<file path="config.mk">
export PLATFORM = sky130hd
export DESIGN_NAME = icyc_ctrl
export DESIGN_NICKNAME = d
export VERILOG_FILES = /design/src/rtl/icyc_pkg.sv /design/src/rtl/icyc_rst_sync.sv /design/src/rtl/icyc_fsm.sv /design/src/rtl/icyc_dp.sv /design/src/rtl/icyc_ctrl.sv
export SDC_FILE = /design/constraint.sdc
export NUM_CORES = 1
export LEC_CHECK = 0
export BUFFER_PORTS_ARGS = -buffer_cell sky130_fd_sc_hd__buf_4
export CORE_MARGIN = 3
export CORE_UTILIZATION = 35
export DETAILED_ROUTE_END_ITERATION = 7
export PLACE_DENSITY_LB_ADDON = 0.3
export SLEW_MARGIN = 10
export SYNTH_ARGS = -nofsm -noshare
export SYNTH_HDL_FRONTEND = slang
export SYNTH_SLANG_ARGS = --single-unit
</file>
<file path="constraint.sdc">
create_clock -name clk -period 2.5 [get_ports clk]
set_clock_uncertainty 0.2 [all_clocks]
set_input_delay 0.125 -clock clk [delete_from_list [all_inputs] [get_ports clk]]
set_output_delay 0.125 -clock clk [all_outputs]
set_load 0.02 [all_outputs]
</file>
<file path="src/rtl/icyc_pkg.sv">
package icyc_pkg;

  localparam int OP_W = 4;

  localparam logic [OP_W-1:0] OP_HALT  = 4'd0;
  localparam logic [OP_W-1:0] OP_LOAD  = 4'd1;
  localparam logic [OP_W-1:0] OP_STORE = 4'd2;
  localparam logic [OP_W-1:0] OP_ADD   = 4'd3;
  localparam logic [OP_W-1:0] OP_JUMP  = 4'd4;
  localparam logic [OP_W-1:0] OP_SKZ   = 4'd5;
  localparam logic [OP_W-1:0] OP_EINT  = 4'd6;
  localparam logic [OP_W-1:0] OP_RETI  = 4'd7;

  typedef enum logic [3:0] {
    S_F0, S_F1, S_F2, S_F3,
    S_I1, S_I2, S_I3,
    S_E0, S_E1, S_E2, S_E3,
    S_N0, S_N1, S_HALT
  } state_t;

  typedef enum logic [1:0] {MAR_PC, MAR_FIELD, MAR_SAVE} mar_sel_t;
  typedef enum logic [1:0] {MBR_RDATA, MBR_ACC, MBR_PC} mbr_sel_t;
  typedef enum logic [1:0] {PC_INC, PC_FIELD, PC_HANDLER, PC_RESTORE} pc_sel_t;
  typedef enum logic       {ACC_LOAD, ACC_ADD} acc_sel_t;

  typedef struct packed {
    logic     mar_en;
    mar_sel_t mar_sel;
    logic     mbr_en;
    mbr_sel_t mbr_sel;
    logic     ir_en;
    logic     pc_en;
    pc_sel_t  pc_sel;
    logic     acc_en;
    acc_sel_t acc_sel;
    logic     ie_set;
    logic     ie_clr;
    logic     rd;
    logic     wr;
    logic     halt;
  } ctl_t;

  function automatic logic uses_operand(input logic [OP_W-1:0] op);
    return (op == OP_LOAD) || (op == OP_STORE) || (op == OP_ADD) || (op == OP_JUMP);
  endfunction

endpackage

</file>
<file path="src/rtl/icyc_rst_sync.sv">
module icyc_rst_sync #(
  parameter int STAGES = 2
) (
  input  logic clk,
  input  logic arst_n,
  output logic srst_n
);

  logic [STAGES-1:0] q;

  for (genvar i = 0; i < STAGES; i++) begin : g_stage
    if (i == 0) begin : g_first
      always_ff @(posedge clk or negedge arst_n) begin
        if (!arst_n) q[i] <= 1'b0;
        else         q[i] <= 1'b1;
      end
    end else begin : g_rest
      always_ff @(posedge clk or negedge arst_n) begin
        if (!arst_n) q[i] <= 1'b0;
        else         q[i] <= q[i-1];
      end
    end
  end

  assign srst_n = q[STAGES-1];

endmodule

</file>
<file path="src/rtl/icyc_fsm.sv">
module icyc_fsm
  import icyc_pkg::*;
(
  input  logic            clk,
  input  logic            rst_n,
  input  logic [OP_W-1:0] ir_op,
  input  logic [OP_W-1:0] mbr_op,
  input  logic            mbr_ind,
  input  logic            acc_zero,
  input  logic            irq,
  input  logic            ie,
  output ctl_t            ctl
);

  state_t state, state_nx;
  state_t boundary;

  // instruction boundary: the only place a request is tested
  assign boundary = (irq && ie) ? S_N0 : S_F0;

  always_comb begin
    ctl      = '0;
    state_nx = state;
    unique case (state)
      S_F0: begin ctl.mar_en = 1'b1; ctl.mar_sel = MAR_PC; state_nx = S_F1; end
      S_F1: begin ctl.rd = 1'b1; ctl.pc_en = 1'b1; ctl.pc_sel = PC_INC; state_nx = S_F2; end
      S_F2: begin ctl.mbr_en = 1'b1; ctl.mbr_sel = MBR_RDATA; state_nx = S_F3; end
      S_F3: begin
        ctl.ir_en   = 1'b1;
        ctl.mar_en  = 1'b1;
        ctl.mar_sel = MAR_FIELD;
        state_nx    = (mbr_ind && uses_operand(mbr_op)) ? S_I1 : S_E0;
      end
      S_I1: begin ctl.rd = 1'b1; state_nx = S_I2; end
      S_I2: begin ctl.mbr_en = 1'b1; ctl.mbr_sel = MBR_RDATA; state_nx = S_I3; end
      S_I3: begin ctl.mar_en = 1'b1; ctl.mar_sel = MAR_FIELD; state_nx = S_E0; end
      S_E0: begin
        state_nx = boundary;
        case (ir_op)
          OP_LOAD, OP_ADD: begin ctl.rd = 1'b1; state_nx = S_E1; end
          OP_STORE: begin ctl.mbr_en = 1'b1; ctl.mbr_sel = MBR_ACC; state_nx = S_E1; end
          OP_JUMP:  begin ctl.pc_en = 1'b1; ctl.pc_sel = PC_FIELD; end
          OP_SKZ:   begin ctl.pc_en = acc_zero; ctl.pc_sel = PC_INC; end
          OP_EINT:  ctl.ie_set = 1'b1;
          OP_RETI:  begin ctl.mar_en = 1'b1; ctl.mar_sel = MAR_SAVE; state_nx = S_E1; end
          OP_HALT:  state_nx = S_HALT;
          default:  ;
        endcase
      end
      S_E1: begin
        state_nx = boundary;
        case (ir_op)
          OP_LOAD, OP_ADD: begin ctl.mbr_en = 1'b1; ctl.mbr_sel = MBR_RDATA; state_nx = S_E2; end
          OP_STORE: ctl.wr = 1'b1;
          OP_RETI:  begin ctl.rd = 1'b1; state_nx = S_E2; end
          default:  ;
        endcase
      end
      S_E2: begin
        state_nx = boundary;
        case (ir_op)
          OP_LOAD: begin ctl.acc_en = 1'b1; ctl.acc_sel = ACC_LOAD; end
          OP_ADD:  begin ctl.acc_en = 1'b1; ctl.acc_sel = ACC_ADD; end
          OP_RETI: begin ctl.mbr_en = 1'b1; ctl.mbr_sel = MBR_RDATA; state_nx = S_E3; end
          default: ;
        endcase
      end
      S_E3: begin
        ctl.pc_en  = 1'b1;
        ctl.pc_sel = PC_RESTORE;
        ctl.ie_set = 1'b1;
        state_nx   = boundary;
      end
      S_N0: begin
        ctl.mbr_en  = 1'b1;
        ctl.mbr_sel = MBR_PC;
        ctl.mar_en  = 1'b1;
        ctl.mar_sel = MAR_SAVE;
        state_nx    = S_N1;
      end
      S_N1: begin
        ctl.wr     = 1'b1;
        ctl.pc_en  = 1'b1;
        ctl.pc_sel = PC_HANDLER;
        ctl.ie_clr = 1'b1;
        state_nx   = S_F0;
      end
      S_HALT: ctl.halt = 1'b1;
      default: state_nx = S_F0;
    endcase
  end

  always_ff @(posedge clk or negedge rst_n) begin
    if (!rst_n) state <= S_F0;
    else        state <= state_nx;
  end

endmodule

</file>
<file path="src/rtl/icyc_dp.sv">
module icyc_dp
  import icyc_pkg::*;
#(
  parameter int          WORD_W       = 16,
  parameter int          ADDR_W       = 11,
  parameter logic [10:0] SAVE_ADDR    = 11'h7F0,
  parameter logic [10:0] HANDLER_ADDR = 11'h040
) (
  input  logic              clk,
  input  logic              rst_n,
  input  ctl_t              ctl,
  input  logic [WORD_W-1:0] mem_rdata,
  output logic [ADDR_W-1:0] mem_addr,
  output logic [WORD_W-1:0] mem_wdata,
  output logic [OP_W-1:0]   ir_op,
  output logic [OP_W-1:0]   mbr_op,
  output logic              mbr_ind,
  output logic              acc_zero,
  output logic              ie
);

  localparam int OP_LSB  = WORD_W - OP_W;
  localparam int IND_BIT = OP_LSB - 1;
  localparam int PAD_W   = WORD_W - ADDR_W;

  logic [ADDR_W-1:0] pc, pc_d, mar, mar_d;
  logic [WORD_W-1:0] mbr, mbr_d, acc, acc_d;
  logic [OP_W-1:0]   ir;

  always_comb begin
    unique case (ctl.mar_sel)
      MAR_PC:    mar_d = pc;
      MAR_FIELD: mar_d = mbr[ADDR_W-1:0];
      default:   mar_d = SAVE_ADDR[ADDR_W-1:0];
    endcase
    unique case (ctl.mbr_sel)
      MBR_RDATA: mbr_d = mem_rdata;
      MBR_ACC:   mbr_d = acc;
      default:   mbr_d = {{PAD_W{1'b0}}, pc};
    endcase
    unique case (ctl.pc_sel)
      PC_INC:     pc_d = pc + 1'b1;
      PC_FIELD:   pc_d = mar;
      PC_HANDLER: pc_d = HANDLER_ADDR[ADDR_W-1:0];
      default:    pc_d = mbr[ADDR_W-1:0];
    endcase
    acc_d = (ctl.acc_sel == ACC_ADD) ? acc + mbr : mbr;
  end

  always_ff @(posedge clk or negedge rst_n) begin
    if (!rst_n) begin
      pc  <= '0;
      mar <= '0;
      mbr <= '0;
      ir  <= '0;
      acc <= '0;
      ie  <= 1'b0;
    end else begin
      if (ctl.pc_en)  pc  <= pc_d;
      if (ctl.mar_en) mar <= mar_d;
      if (ctl.mbr_en) mbr <= mbr_d;
      if (ctl.ir_en)  ir  <= mbr[WORD_W-1:OP_LSB];
      if (ctl.acc_en) acc <= acc_d;
      if (ctl.ie_clr)      ie <= 1'b0;
      else if (ctl.ie_set) ie <= 1'b1;
    end
  end

  assign mem_addr  = mar;
  assign mem_wdata = mbr;
  assign ir_op     = ir;
  assign mbr_op    = mbr[WORD_W-1:OP_LSB];
  assign mbr_ind   = mbr[IND_BIT];
  assign acc_zero  = (acc == '0);

endmodule

</file>
<file path="src/rtl/icyc_ctrl.sv">
module icyc_ctrl
  import icyc_pkg::*;
#(
  parameter int          WORD_W       = 16,
  parameter int          ADDR_W       = 11,
  parameter int          SYNC_STAGES  = 2,
  parameter logic [10:0] SAVE_ADDR    = 11'h7F0,
  parameter logic [10:0] HANDLER_ADDR = 11'h040
) (
  input  logic              clk,
  input  logic              rst_n,
  input  logic              irq,
  input  logic [WORD_W-1:0] mem_rdata,
  output logic [ADDR_W-1:0] mem_addr,
  output logic              mem_rd,
  output logic              mem_wr,
  output logic [WORD_W-1:0] mem_wdata,
  output logic              halted
);

  logic            rst_core_n;
  ctl_t            ctl;
  logic [OP_W-1:0] ir_op, mbr_op;
  logic            mbr_ind, acc_zero, int_en;

  icyc_rst_sync #(.STAGES(SYNC_STAGES)) u_rst_sync (
    .clk    (clk),
    .arst_n (rst_n),
    .srst_n (rst_core_n)
  );

  icyc_fsm u_fsm (
    .clk      (clk),
    .rst_n    (rst_core_n),
    .ir_op    (ir_op),
    .mbr_op   (mbr_op),
    .mbr_ind  (mbr_ind),
    .acc_zero (acc_zero),
    .irq      (irq),
    .ie       (int_en),
    .ctl      (ctl)
  );

  icyc_dp #(
    .WORD_W       (WORD_W),
    .ADDR_W       (ADDR_W),
    .SAVE_ADDR    (SAVE_ADDR),
    .HANDLER_ADDR (HANDLER_ADDR)
  ) u_dp (
    .clk       (clk),
    .rst_n     (rst_core_n),
    .ctl       (ctl),
    .mem_rdata (mem_rdata),
    .mem_addr  (mem_addr),
    .mem_wdata (mem_wdata),
    .ir_op     (ir_op),
    .mbr_op    (mbr_op),
    .mbr_ind   (mbr_ind),
    .acc_zero  (acc_zero),
    .ie        (int_en)
  );

  assign mem_rd = ctl.rd;
  assign mem_wr = ctl.wr;
  assign halted = ctl.halt;

endmodule

</file>
==> impl_results.md, run 1 <==
* Initial DRT Pass Iterations at 5
* Crit path to: u_dp.acc[15]
* Yosys Warn Count at 0
* Tcrit/Tclk final at 98.41%
* Clock sink total at 65
* Longest Clk Path Bufs at 2
* Reg-to-Reg End: u_dp.acc[15]
* CP required at 2.57 ns
* Final Util at between 40% and 50%
* HP Class: input pin to flop
* Sequential share of power at 23.2%
* Worst path depth at 7
* Pre-CTS WS at -0.1305 ns
* Routability cong. at 0.9272
* Synth Area per Inst at 8.544 um^2
* Status: completed
* Reg2Reg Setup Slack at 0.04 ns
* First-pass GRT wire length at 25390 um
* Fin crit period at 2.460 ns
* Fin area at between 6000 and 7000 um^2
* Routed WL at 15860 um
* Global-route usage over all layers at 21.89%
* Core footprint at ~13000 um^2
* Crit. Startpoint: u_dp.acc[2]
* Internal at a little over 5 mW
* Iteration-0 DRC Markers at 448
* Yosys reg bits at 65
* H-tree depth at 3
* Pin count of the biggest net entering global routing at 42
* Sequential element share of the synthesized area at 35.06%
* CTS buffer count at 9
* Switching power total at 4.465 mW
* Initial antenna violation count at 0
* Number of global-route vias before repair at 5021
* Cell Area, Placed at 5594 um^2
* Die H at 121.1 um
* GR Overflow Total at 0
* Ant diodes at 0
* Fmax at 0.4065 GHz
* HPWL Detailed at 11340 um
* Most common flop cell mapped by yosys: dfrtp_1
* Initial Util at 36.32%
* Largest fanout on the critical path at 4
* Die area at 14670 um^2
* CTS clk-pin slew, worst paths at 0.06 ns
* Critical path class: flop to flop
* Layout cells sized above 1 at between 20 and 30%
* Layout Nets at approximately 700
* Pwr Density at 1517 nW/um^2
* Clk pwr share at 14.8%
* WL per Instance at around 19 um
* Most common cell after layout, fill and taps aside: buf_4
* Critical path endpoint category: flop
* Final Hold Viols at 0
* CP max stage cell: or4_4
* Mapped Nets at between 500 and 600
* Post-DRT Antenna Nets at 0
* Worst setup SP type: flop
* Buffers on Ports at 48
* WP data arrival at 2.53 ns
* Most frequent cells in the layout: buf_4, dfrtp_1, nand2_1
* Crit-path cells: ha_4 -> nand3_2 -> a211oi_4 -> nor4_4 -> or4_4 -> a2111oi_4 -> nand3b_1
* Worst rel slew slack at 59.45%
* CP delay by family, top: simple AND/OR/NAND/NOR gates
* DR vias at 4934
* Yosys cell types at 75
* Endpoints failing setup at 0
* Post-synthesis cell count at 543
* Max_cap viols at 0
* Area grow syn2layout at 36.70%
* Routed vias/inst at 5.846
* Row cnt at 41
* Comb pwr share at ~62%
* Max stage delay on crit path at 0.47 ns
* IO Pins at 49
* Worst-margin pin slew at 0.6083 ns
* Final WS setup at 0.03970 ns
* Synthesized cell area at 4639 um^2
* Worst r2r path cells at 7
* Post-synth EDFFs at 0
* Clk_lat worst skew at roughly 0.35 ns
* CTS root buf: clkbuf_16
* Max-slew violations at 0
* Peak supply drop at 0.0007949 V
* Leak at about 2.8 nW
* Switching part of the total at between 40% and 50%
* CTS tree: yes
* Buf+Inv Stages, Crit Path at 0
* Die X at roughly 120 um
* Reg2Reg Launch Point: u_dp.acc[2]
* Synth async-reset ratio at 100.0%
* DRC violations left at 0
[tightest hold or removal path, delay by kind of cell]
| family | cells | cell delay (ns) |
|---|---|---|
| multiplexers | 1 | 0.14 |
| AND/OR/NAND/NOR | 1 | 0.04 |
| buffers and inverters | 1 | 0.08 |
| AO/OA/AOI/OAI | 1 | 0.14 |
[cell families after synthesis]
logic type / after synthesis / share of synthesized area [%]
AND/OR/NAND/NOR: 196 / 21.36
AO/OA/AOI/OAI: 181 / 26.27
flip-flops: 65 / 35.06
buffers and inverters: 47 / 4.638
multiplexers: 28 / 6.338
adder cells (fa/ha/maj): 17 / 4.746
XOR/XNOR: 8 / 1.510
other: 1 / 0.08083
[how the worst min path moves through the flow]
stage | cells after the start | end | start
floorplan | 0 | u_rst_sync.q[0] | rst_n
global placement | 1 | u_rst_sync.q[0] | rst_n
detailed placement | 1 | u_rst_sync.q[0] | rst_n
CTS | 4 | u_dp.mem_wdata[12] | mem_rdata[12]
global route | 4 | u_fsm.state[3] | irq
finish | 4 | u_dp.mem_wdata[12] | mem_rdata[12]
[state kept, by name (all words and copies together) (netlist names)]
signal and cells:
u_dp.acc 16, u_dp.mem_wdata 16, u_dp.mem_addr 11, u_dp.pc 11
u_dp.ir_op 4, u_fsm.state 4, u_dp.ie 1, u_rst_sync.q 1
u_rst_sync.srst_n 1
[final cells by class]
class	instances	area (um^2)
fillers	1166	6431
multi-input cells	431	2982
flip-flops and latches	65	1634
repair buffers	141	1111
clock buffers	10	239.0
well taps	172	215.2
clock inverters	6	90.09
inverters	19	71.32
[power by group through the flow]
stage,logic (mW),clock network [mW],registers (mW)
finish,5.96,1.42,2.23
global route,6.52,1.50,2.29
CTS,5.59,1.45,2.20
detailed placement,5.43,0,2.18
global placement,5.32,0,2.17
floorplan,3.25,0,2.29
[repair_timing]
| action | 4_1_cts | 5_1_grt |
|---|---|---|
| endpoints found under the hold margin | 16 | 0 |
| buffers inserted | 2 | 8 |
| hold buffers | 16 | 0 |
| setup endpoints to repair | 4 | 9 |
| resized for setup | 11 | 22 |
| pin swaps | 1 | 5 |
[cell usage after synthesis (4+ instances only)]
library cell | n | area, um^2
mux2_2 | 8 | 90.09
nand3_1 | 15 | 75.07
ha_1 | 16 | 200.2
a21o_1 | 7 | 52.55
clkbuf_1 | 9 | 33.78
buf_1 | 4 | 15.01
a222oi_1 | 5 | 50.05
a2bb2oi_1 | 6 | 52.55
nand2b_1 | 8 | 50.05
nor3_1 | 14 | 70.07
a31oi_1 | 5 | 31.28
buf_2 | 10 | 50.05
o21ai_0 | 22 | 110.1
or3_1 | 4 | 25.02
nor4_1 | 7 | 43.79
o21ai_1 | 30 | 150.1
or2_2 | 4 | 25.02
nor2_1 | 48 | 180.2
xnor2_1 | 5 | 43.79
mux2i_1 | 17 | 170.2
inv_1 | 18 | 67.56
a211oi_1 | 5 | 37.54
a21oi_1 | 48 | 240.2
nor2b_1 | 10 | 62.56
and3_1 | 10 | 62.56
a22o_1 | 8 | 70.07
dfrtp_1 | 65 | 1627
a221oi_1 | 6 | 52.55
nand2_1 | 52 | 195.2
[per-layer routing]
metal / GRT usage, % / vias to the layer above / part of all wire, % / routed length, um
li1: - / 2272 / - / -
met1: 28.61 / 2417 / 43 / 6867
met2: 35.81 / 207 / 48 / 7681
met3: 4.709 / 38 / 5.8 / 914
met4: 7.843 / 0 / 2.5 / 395
met5: 0 / - / 0 / 0
[per-stage QoR]
step	total power, mW	TNS [ns]	instances	hold slack [ns]
finish	9.618	0	844	0.006916
global route	10.32	-0.03642	844	0.03952
CTS	9.242	-0.02234	836	0.007645
detailed placement	7.617	-0.1480	802	-0.2919
global placement	7.487	0	802	-0.2930
floorplan	5.539	0	543	-0.3706
Power figures use the tool's default switching activity.
==> inputs of run 2 (changes only) <==
GPL_TIMING_DRIVEN = 0   (was not set)
REMOVE_ABC_BUFFERS = 1   (was not set)
TNS_END_PERCENT = 5   (was not set)
==> run 2 against run 1 <==
Net effect: global-route usage decreased by 1.8 points; sequential power is 18% higher; non-clock buffer count is 55 lower; utilization is 1.9 points lower; worst setup slack got worse by 0.035 ns; highest routed layer unchanged.
==> impl_results.md, run 2 (synthesis gave the netlist of run 1 again) <==
* Clock sink total at 65 (unchanged)
* Status: completed
* H-tree depth at 3 (unchanged)
* Reg2Reg Launch Point: u_dp.mem_wdata[1]
* Peak supply drop at 0.0004353 V (-45%)
* Most common cell after layout, fill and taps aside: buf_4
* Fin crit period at 2.495 ns (+0.03468 ns)
* Most frequent cells in the layout: buf_4, nand2_1, dfrtp_1
* Fin Setup TNS at 0 ns (unchanged)
* Routed WL at 14710 um (-7.3%)
* Post-DRT Antenna Nets at 0 (unchanged)
* GR Overflow Total at 0 (unchanged)
* Worst-margin pin slew at 0.8055 ns (+0.1972 ns)
* Fill cells at 1169 (+0.26%)
* Cell Area, Placed at 5102 um^2 (-8.8%)
* Final Hold Viols at 0 (unchanged)
* Buffers on Ports at 48 (unchanged)
* Max stage delay on crit path at 0.47 ns (about the same)
* Routability cong. at 0.8609 (-7.2%)
* Iteration-0 DRC Markers at 697 (+56%)
* Endpoints failing setup at 0 (unchanged)
* Area grow syn2layout at 31.53%
* DRC violations left at 0 (unchanged)
* Critical path endpoint category: flop
* Worst r2r path cells at 7 (unchanged)
* Die X at 121.1 um (unchanged)
* Layout cells sized above 1 at 27.30% (-1.7 points)
* WP data arrival at 2.57 ns (+0.04 ns)
* Ant diodes at 0 (unchanged)
* CP max stage cell: or4_4
* CTS clk-pin slew, worst paths at 0.06 ns (about the same)
* Reg-to-Reg End: u_dp.acc[15]
* Clk_lat worst skew at 0.34 ns (about the same)
* Tcrit/Tclk final at 99.80% (+1.4 points)
* Crit-path cells: ha_1 -> nand3_2 -> a211oi_4 -> nor4_4 -> or4_4 -> a2111oi_4 -> nand3b_1
* Fin area at 6102 um^2 (-3.8%)
* Die area at 14670 um^2 (unchanged)
* RSZ-0062 raised after global routing: yes
* Global-route usage over all layers at 20.11% (-1.8 points)
* CTS root buf: clkbuf_16
* DR vias at 4677 (-5.2%)
* HPWL Detailed at 9632 um (-15%)
* Die H at 121.1 um (unchanged)
* Max_cap viols at 0 (unchanged)
* IO Pins at 49 (unchanged)
* Initial Util at 36.32% (unchanged)
* HP Class: flop to async pin
* Pin count of the biggest net entering global routing at 48 (+14%)
* Longest Clk Path Bufs at 2 (unchanged)
* Final Util at 47.77% (-1.9 points)
* Initial antenna violation count at 0 (unchanged)
* Number of global-route vias before repair at 4396 (-12%)
* Max-slew violations at 0 (unchanged)
* First-pass GRT wire length at 23470 um (-7.6%)
* Pwr Total at 9.157 mW (-4.8%)
* Leak at 2.521 nW (-8.5%)
* Reg2Reg Setup Slack at 0.005 ns (-0.03 ns)
* Fmax at 0.4008 GHz (-1.4%)
* CTS tree: yes
* CTS buffer count at 9 (unchanged)
* Worst setup SP type: flop
* Routed vias/inst at 5.913 (+1.1%)
* Row cnt at 41 (unchanged)
* Critical path class: flop to flop
* Initial DRT Pass Iterations at 6 (+1)
* Layout Nets at 650 (-7.5%)
* Core footprint at 12770 um^2 (unchanged)
* CP required at 2.58 ns (about the same)
* Pwr Density at 1501 nW/um^2 (-1.0%)
* Largest fanout on the critical path at 5 (+1)
* Worst rel slew slack at 45.85% (-14 points)
* WL per Instance at 18.59 um (-1.1%)
run 2: timing repair:
item,CTS,global route
endpoints found under the setup margin,54,42
pin swaps,6,9
hold endpoints to repair,16,0
gates cloned,1,1
gates resized for setup,33,40
buffers inserted,16,5
hold buffers,16,0
run 2: cell type report:
| cell class | instances | area, um^2 | share of cell area, % |
|---|---|---|---|
| Clock buffer | 11 | 252.7 | 4.142 |
| Clock inverter | 5 | 85.08 | 1.394 |
| Inverter | 19 | 72.57 | 1.189 |
| Multi-Input combinational cell | 433 | 3098 | 50.77 |
| Sequential cell | 65 | 1660 | 27.21 |
| Tap cell | 172 | 215.2 | 3.527 |
| Timing Repair Buffer | 86 | 718.2 | 11.77 |
run 2: worst max-delay path by stage:
stage               depth (start not counted)           endpoint         startpoint
detailed placement                          6  u_dp.mem_wdata[6]      u_dp.ir_op[1]
finish                                      7       u_dp.acc[15]  u_dp.mem_wdata[1]
global placement                            6  u_dp.mem_wdata[1]     u_fsm.state[2]
CTS                                         7       u_dp.acc[15]  u_dp.mem_wdata[6]
global route                                5       u_dp.acc[15]  u_dp.mem_wdata[9]
floorplan                                   6  u_dp.mem_wdata[1]     u_fsm.state[2]
run 2: critical path, delay by kind of cell (launching register included):
family	cells	cell delay, ns
AND/OR/NAND/NOR	4	0.85
AO/OA/AOI/OAI	2	0.65
adder cells (fa/ha/maj)	1	0.30
flip-flops	1	0.44
run 2: per-layer routing:
layer	vias up	part of all wire, %	global-route usage (%)
met2	201	50	32.62
met4	0	3.0	8.263
met3	43	6.0	2.191
met1	2253	41	27.41
met5	-	0	0
li1	2180	-	-
run 2: through the flow:
step,cells,worst slack [ns],hold WS (ns)
2_1_floorplan,515,-0.5587,-0.3706
5_1_grt,791,-0.05601,0.02658
4_1_cts,785,-0.07699,0.006459
3_5_place_dp,736,-1.484,-0.2907
3_3_place_gp,735,-1.462,-0.2925
6_report,791,0.005015,0.007095
run 2: power breakdown:
group	internal, mW	total, mW	leakage [nW]	switching, mW
Combinational	2.32	5.08	1.58	2.76
Sequential	1.59	2.63	0.781	1.04
Clock	0.935	1.45	0.163	0.516
==> inputs of run 3 (changes only) <==
HOLD_SLACK_MARGIN = 0.15   (was not set)
clock period = 2.2 ns   (was 2.5 ns; I/O delays follow)
==> run 3 against run 2 <==
Net effect: the flow now finishes with violations (negative setup slack); first-iteration DRC count up 1.3%; hold slack improved by 0.15 ns; critical path depth unchanged; fmax up 3.5%; highest routed layer unchanged.
==> impl_results.md, run 3 (synthesis gave the netlist of run 1 again) <==
* WP data arrival at 2.49 ns (-0.08 ns)
* Iteration-0 DRC Markers at 706 (+1.3%)
* DR vias at 4894 (+4.6%)
* Final Util at 51.15% (+3.4 points)
* GR Overflow Total at 0 (unchanged)
* DRC violations left at 0 (unchanged)
* Layout cells sized above 1 at 35.19% (+7.9 points)
* Endpoints failing setup at 23 (+23)
* HP Class: flop to flop
* Pin count of the biggest net entering global routing at 48 (unchanged)
* Final WS setup at -0.2096 ns (-0.2147 ns)
* Violated checks: negative setup slack
* Worst rel slew slack at 46.19% (+0.34 points)
* CTS root buf: clkbuf_16
* Status: finished, violations left
* Crit-path cells: ha_4 -> nand3_2 -> a211oi_4 -> nor4_4 -> or4_4 -> a2111oi_4 -> nand3b_1
* Cell count after placement at 736 (unchanged)
* Fin Setup TNS at -1.143 ns (-1.143 ns)
* Core footprint at 12770 um^2 (unchanged)
* Buffers on Ports at 48 (unchanged)
* Global-route usage over all layers at 22.08% (+2.0 points)
* Number of global-route vias before repair at 4669 (+6.2%)
* Fmax at 0.4150 GHz (+3.5%)
* Clock sink total at 65 (unchanged)
* Max_cap viols at 0 (unchanged)
* Worst hold slack at 0.1565 ns (+0.1494 ns)
* Fin area at 6534 um^2 (+7.1%)
* Initial antenna violation count at 0 (unchanged)
* Worst setup SP type: flop
* Pwr Total at 11.30 mW (+23%)
* Area grow syn2layout at 40.83%
* Post-DRT Antenna Nets at 0 (unchanged)
* CTS buffer count at 9 (unchanged)
* Fin cells at 820 (+3.7%)
* Die X at 121.1 um (unchanged)
* Routed vias/inst at 5.968 (+0.94%)
* Pre-CTS WS at -1.784 ns (-0.3000 ns)
* Die H at 121.1 um (unchanged)
* First-pass GRT wire length at 25540 um (+8.8%)
* Peak supply drop at 0.0005290 V (+22%)
* Pwr Density at 1730 nW/um^2 (+15%)
* CP max stage cell: or4_4
* Initial DRT Pass Iterations at 5 (-1)
* CTS tree: yes
* Buf+Inv Stages, Crit Path at 0 (unchanged)
* CTS clk-pin slew, worst paths at 0.06 ns (about the same)
* CP delay by family, top: simple AND/OR/NAND/NOR gates
* Ant diodes at 0 (unchanged)
* Tcrit/Tclk final at 109.5% (+9.7 points)
* Max stage delay on crit path at 0.46 ns (about the same)
* HPWL Detailed at 9632 um (unchanged)
* H-tree depth at 3 (unchanged)
* WL per Instance at 19.67 um (+5.8%)
* Row cnt at 41 (unchanged)
* Routed WL at 16130 um (+9.6%)
* Reg2Reg Setup Slack at -0.21 ns (-0.21 ns)
* Final Hold Viols at 0 (unchanged)
* Cell Area, Placed at 5102 um^2 (unchanged)
* Longest Clk Path Bufs at 2 (unchanged)
* Routability cong. at 0.8609 (unchanged)
* Worst-margin pin slew at 0.8045 ns (-0.001040 ns)
* Max-slew violations at 0 (unchanged)
* CP required at 2.28 ns (-0.30 ns)
* Layout Nets at 679 (+4.5%)
* Critical path endpoint category: flop
* RSZ-0062 raised after global routing: yes
* Die area at 14670 um^2 (unchanged)
* Critical path class: flop to flop
* Most frequent cells in the layout: buf_4, nand2_1, a21oi_1
* Initial Util at 36.32% (unchanged)
* Most common cell after layout, fill and taps aside: buf_4
* IO Pins at 49 (unchanged)
* Leak at 2.691 nW (+6.8%)
* Largest fanout on the critical path at 5 (unchanged)
* Clk_lat worst skew at 0.35 ns (about the same)
* Fin crit period at 2.410 ns (-0.08534 ns)
==> run 3: what timing repair did <==
action	4_1_cts	5_1_grt
hold buffers	21	0
cloned	2	0
endpoints found under the hold margin	36	0
setup endpoints to repair	61	52
setup buffers	41	4
resized for setup	92	29
pin swaps	18	4
==> run 3: routing by layer <==
metal / share of wire (%) / GRT usage [%] / up-vias / wire (um)
met1: 41 / 28.62 / 2381 / 6600
met3: 6.7 / 3.450 / 45 / 1073
li1: - / - / 2235 / -
met2: 49 / 36.51 / 233 / 7878
met5: 0 / 0 / - / 0
met4: 3.6 / 9.664 / 0 / 574
==> run 3: worst paths after layout <==
path                                   start                end  cells past startpoint
max                              u_dp.acc[5]       u_dp.acc[15]                      7
max in group asynchronous  u_rst_sync.srst_n       u_dp.acc[12]                      1
min                          u_rst_sync.q[0]  u_rst_sync.srst_n                      0
min in group asynchronous              rst_n  u_rst_sync.srst_n                      3
max reg2reg                      u_dp.acc[5]       u_dp.acc[15]                      7
min reg2reg                  u_rst_sync.q[0]  u_rst_sync.srst_n                      0
==> run 3: cell type report <==
| cell class | instances | area [um^2] |
|---|---|---|
| clock inverters | 5 | 85.08 |
| clock buffers | 11 | 252.7 |
| fillers | 1113 | 6240 |
| inverters | 19 | 75.07 |
| multi-input cells | 433 | 3274 |
| well taps | 172 | 215.2 |
| repair buffers | 115 | 955.9 |
| flip-flops and latches | 65 | 1675 |
==> run 3: where the power goes <==
part,total (mW),switching [mW],internal [mW]
combinational,6.84,3.74,3.10
sequential,2.80,0.971,1.83
clock,1.66,0.598,1.06
total,11.3,5.31,5.99
